### src/rtl/phy_mgmt_regfile.sv
module phy_mgmt_regfile #(
  parameter int         AW       = 5,
  parameter logic [4:0] PHY_ADDR = 5'd7,
  parameter int         SPD_REG  = 17,
  parameter int         VEND_REG = 26
) (
  input  logic          clk,
  input  logic          rst_n,
  input  logic          req_valid,
  input  logic          req_write,
  input  logic [AW-1:0] req_phy,
  input  logic [AW-1:0] req_reg,
  input  logic [15:0]   req_wdata,
  output logic          rd_valid,
  output logic [15:0]   rd_data
);
  localparam int NREG = 1 << AW;
  localparam logic [15:0] STAT_VAL  = 16'h782E;
  localparam logic [15:0] SELF_CLR  = 16'h8200;
  localparam logic [15:0] GIG_VAL   = 16'h8000;
  localparam logic [15:0] ABSENT    = 16'hFFFF;

  logic [15:0] regs [NREG];
  logic [15:0] view;
  logic [15:0] adv;

  wire hit = (req_phy == PHY_ADDR[AW-1:0]);
  wire wr  = req_valid & req_write & hit;
  wire rd  = req_valid & ~req_write;

  assign adv = regs[4];

  function automatic logic [15:0] rst_val(input int idx);
    case (idx)
      0:       rst_val = 16'h3100;
      2:       rst_val = 16'h0300;
      3:       rst_val = 16'hE400;
      4:       rst_val = 16'h01E1;
      default: rst_val = 16'h0000;
    endcase
  endfunction

  always_comb begin
    if (req_reg == AW'(1))
      view = STAT_VAL;
    else if (req_reg == AW'(5))
      view = 16'h4000 | (adv & 16'h01E0);
    else if (req_reg == AW'(SPD_REG))
      view = {4'b0, adv[8] | adv[6], adv[8] | adv[7], 10'b0};
    else if (req_reg == AW'(VEND_REG))
      view = GIG_VAL;
    else
      view = regs[req_reg];
  end

  always_ff @(posedge clk) begin
    if (!rst_n) begin
      for (int i = 0; i < NREG; i++) regs[i] <= rst_val(i);
      rd_valid <= 1'b0;
      rd_data  <= '0;
    end else begin
      rd_valid <= rd;
      if (wr)
        regs[req_reg] <= (req_reg == '0) ? (req_wdata & ~SELF_CLR) : req_wdata;
      if (rd)
        rd_data <= hit ? view : ABSENT;
    end
  end
endmodule

### config.mk
export PLATFORM = sky130hd
export DESIGN_NAME = phy_mgmt_regfile
export DESIGN_NICKNAME = d
export VERILOG_FILES = /design/src/rtl/phy_mgmt_regfile.sv
export SDC_FILE = /design/constraint.sdc
export NUM_CORES = 1
export LEC_CHECK = 0
export BUFFER_PORTS_ARGS = -buffer_cell sky130_fd_sc_hd__buf_2
export CORE_UTILIZATION = 45
export DETAILED_ROUTE_END_ITERATION = 10
export PLACE_DENSITY_LB_ADDON = 0.15
export SETUP_SLACK_MARGIN = 0.4
export SYNTH_ARGS = -nofsm -noshare
export SYNTH_HDL_FRONTEND = slang
export SYNTH_SLANG_ARGS = --single-unit
### constraint.sdc
create_clock -name clk -period 3.9 [get_ports clk]
set_input_delay 0.195 -clock clk [delete_from_list [all_inputs] [get_ports clk]]
set_output_delay 0.195 -clock clk [all_outputs]
set_load 0.02 [all_outputs]
; ---- Yosys cells after proc, flatten, opt, wreduce, memory -nomap -nowiden
; Memories as Yosys holds them, arrays and structs flattened.
; Cells that the tools add are included.
[word_totals]
register_bits = 17
latch_bits = 0
ram_bits = 512
romBits = 0
in_bits = 30
output_inout_bits = 17
word_cells = 34
memories = 1
[classes]
addsub = 0
mul = 0
n_div = 0
magnitude_cmp = 0
eq_ne = 5
shift = 0
mux = 18
bitwise = 6
n_reduce_logical = 2
[mem_list]
columns = memory, depth, width, rd, rd_ports_with_merged_regs, write_ports, line_no
row1 = regs, 32, 16, 2, 0, 32, 23  ; logic [15:0] regs [NREG];
[ops]
columns = cell, count
row1 = two-way mux 16 bit, 12
row2 = OR reduction 16 bit, 1
row3 = equality test 5 x 3 -> 1 bit (second input constant), 2
row4 = equality test 5 bit (second input constant), 2
row5 = equality test 5 x 1 -> 1 bit (second input constant), 1
row6 = logical NOT 5 bit, 1
row7 = two-way mux 1 bit, 5
row8 = two-way mux 5 bit, 1
row9 = bitwise AND 1 bit, 3
row10 = bitwise OR 1 bit, 2
row11 = NOT 1 bit, 1

; ---- Logic depth before layout (Yosys ltp)
[logic_depth]
word_depth = 7
mapped_depth = 10
mapped_depth_nobuf = 5

; ---- Worst setup path before layout
; Ideal clock, no wire load.
[synth_path]
path_kind = input -> register
startpoint = input port req_reg[2]
endpoint = memory regs[0][0], enable pin
setup_time_ns = 0.411
arrival_time_ns = 2.388
required_ns = 3.489
setup_slack_ns = 1.101
stages = 7
path_buffers = 4
cell_sequence = buf_6 > inv_1 > buf_2 > buf_2 > buf_6 > nand2_1 > o21ai_0
[synth_rtl]
columns = element, line_no
row1 = start: declaration, 12  ; input logic [AW-1:0] req_reg,
row2 = end: declaration, 23

==> results.yml <==
status:
  status: "finished, final reports clean"
synthesis:
  netlist_instances: 1724
  synth_area_sq_mm: 0.0245
  synth_top_family_by_area: "simple AND/OR/NAND/NOR gates"
  synth-compound-area-share_pct: 2.12
  yosysSeqAreaShare_pct: 63.9
  async_flop_share_pct: 0
  ys_types: 59
  synth_flop_cell: "edfxtp_1"
  yosys.area.top_type: "edfxtp_1"
  synth.area.mux_share_pct: 12.7
  ys_top_cells_by_area: "edfxtp_1 (62%), and3_1 (11%), mux4_2 (10%), clkbuf_1 (2.3%), nand2_1 (1.9%)"
  synth_enable_flop_cells: 509
  ys_ff_latch: 526
  synth_area_per_cell_sq_um: 14.2
  synth_top_area_share_pct: 62.5
  synthAdderAreaFrac_pct: 0
  synth_common_cells: "edfxtp_1 (509), and3_1 (438), clkbuf_1 (153)"
  synth_xor_area_share_pct: 0
  synth-simple-area-share_pct: 17.2
  yosysMostFrequentCell: "edfxtp_1"
  synth-warning-count: 0
global_route:
  grt_pass1_wl_mm: 107
  grt_start_max_net_pins: 65
  grtUsageTotal_pct: 26.6
  antenna_found_initial: 5
  grt_pass1_vias: 15286
  grt_overflow: 0
timing:
  hold_viol: 0
  slew_headroom_pct: 36.9
  fin_tns_setup_ns: 0
  worstMarginPinSlew_ns: 0.947
  max_freq_mhz: 380
  skew_ns: 0.0353
  timing.final.crit_period_ns: 2.63
  fin_crit_sh_pct: 67.5
  rsz0062_at_grt: "no"
  slew_viol_final: 0
  setup_violations: 0
  finalWorstSetupSlack_ns: 1.27
cells_and_area:
  area_growth_pct: 10.2
  final_nets: 1716
  finalInstanceArea_sq_mm: 0.0269
  drive_gt1_share_pct: 19.1
  antennaDiodeCount: 0
  fill_cells: 4539
pwr:
  internal_power_w: 0.00986
  power_leakage_nw: 10.7
  pwr-share-seq_pct: 51.1
  ir_drop_mv: 0.352
  swShare_pct: 23.4
  combPwrFrac_pct: 7.6
  power_w: 0.0129
  switching_power_w: 0.00300
  powerDensity_mw_per_mm2: 477
  power.share.clock_pct: 41.3
clocking:
  numCtsBuffers: 56
  clock_latency_ns: 0.63
  cts_htree_levels: 2
  cts.sinks: 526
  clk_path_buf_depth: 3
  cts_tree: "yes"
  root_buffer: "clkbuf_16"
  ctsResizeCount: 0
  holdBufCountCts: 0
  post-cts-setup-buffer-count: 0
  clkTransAtPathRegs_ns: 0.06
hold_path:
  worstHoldPathCells: 5
  min_to: "rd_data[9]"
  hold_start: "req_write"
  hp-class: "input port to flip-flop"
worst_setup_path:
  crit_fanout: 60
  critPathMaxStageDelay_ns: 0.63
  rr_endpoint: "rd_data[13]"
  r2r_cells: 4
  cp_slowest_cell: "nand2_1"
  worst_ep_required_time_ns: 4.14
  path_cells: "buf_2 > and4b_1 > nor3b_2 > and3b_4 > buf_12 > nand2_1 > nand2_1"
  crit_path_end_kind: "flip-flop"
  critPathKind: "input port to flip-flop"
  arrival_ns: 2.87
  r2r_setup_slack_ns: 1.57
  reg2reg_from: "regs[1][13]"
  crit_top_cell: "nand2_1"
  startpoint_type: "input port"
routing:
  drt-met1-wl_mm: 30.9
  vias: 15273
  highest_layer: "met5"
  drtIter0Drc: 1928
  route.met2.wl_mm: 34.7
  wire_per_inst_microns: 30.1
  ant_nets: 0
  drc: 0
  vias_per_cell: 6.29
  first_pass_iters: 5
  route.met3.wl_mm: 5.72
  drt_wl_total_mm: 73.0
die:
  initial_core_util_pct: 45.5
  core_sq_mm: 0.0538
  rows: 85
  dieWidth_microns: 235
  die_y_microns: 235
  boundaryPins: 47
  dieArea_sq_mm: 0.0553
place:
  post_dp_cell_area_sq_mm: 0.0252
  pre_cts_slack_ns: 0.703
  io_buffers: 46
  hpwl_mm: 44.4
  place_congestion: 0.863
job:
  maxCapViolations: 0
## critical path: cells and delay by family
kind	cells	cell delay (ns)
AND/OR/NAND/NOR	5	2.23
buffers and inverters	2	0.37
## per-layer routing
layer / vias up / global-route usage (%)
met5: - / 0
met4: 6 / 8.07
met3: 103 / 4.68
met2: 671 / 41.9
met1: 7928 / 37.7
li1: 6565 / -
## layout make-up
cell class	count	area [sq um]	share of cell area (%)
sequential	526	15600	58.0
inverter	4	15.0	0.0557
multi-input combinational	986	7870	29.2
clock buffer	72	1480	5.50
tap	696	871	3.23
clock inverter	31	300	1.11
timing repair buffer	112	782	2.90
## sequential cells by signal (all words and copies together) (netlist names)
name and count:
rd_data 16, rd_valid 1, regs 509
## kinds of logic (layout without fill, tap and decap cells)
logic type / Yosys count / count (layout)
simple gates: 756 / 756
compound gates: 74 / 74
other cells: 1 / 2
buf+inv: 213 / 219
flops: 526 / 526
mux: 154 / 154
## cells in the final DEF, fill, tap and decap left out, drive strengths merged, types with 3 or more instances in the layout
master and n:
nand2b 4, or3 13, clkinv 21, buf 112, nor2b 9, nand4 6, a21oi 10, bufinv 6
a31oi 7, inv 6, nor4b 3, mux4 121, o21ai 15, nor2 94, mux2i 23, nand4b 3
nor3 9, and3 438, nor4 10, nand2 125, mux2 10, a2111oi 5, a221oi 3, a211oi 10
nand3 20, nand3b 3, and2 11, edfxtp 509, clkbuf 72, dfxtp 17, o22ai 4, o211ai 5
## per-stage QoR
stage	util, %	instances	hold WS, ns
after detailed placement	46.8	2324	0.512
after global placement	46.8	2324	0.504
final	50.1	2427	0.131
after global routing	50.1	2427	0.144
after CTS	50.1	2427	0.0912
after floorplan	-	1725	0.307
## worst max-delay path by stage
stage | start | endpoint | slack [ns] | cells after the start
after global routing | req_phy[4] | regs[9][14] | 1.11 | 7
after global placement | req_phy[4] | regs[31][6] | 0.88 | 6
after detailed placement | req_phy[4] | regs[31][6] | 0.70 | 6
after CTS | req_phy[4] | regs[9][12] | 1.36 | 7
after floorplan | req_reg[2] | regs[0][0] | 1.10 | 7
final | req_phy[4] | regs[9][14] | 1.27 | 7
## power by group through the flow
stage	Combinational (W)	Sequential, W	Clock [W]
finish	0.000979	0.00657	0.00531
global route	0.00103	0.00659	0.00556
CTS	0.000979	0.00657	0.00537
detailed placement	0.000976	0.00669	0
global placement	0.000972	0.00668	0
floorplan	0.000605	0.00664	0
(Power assumes the default switching activity.)
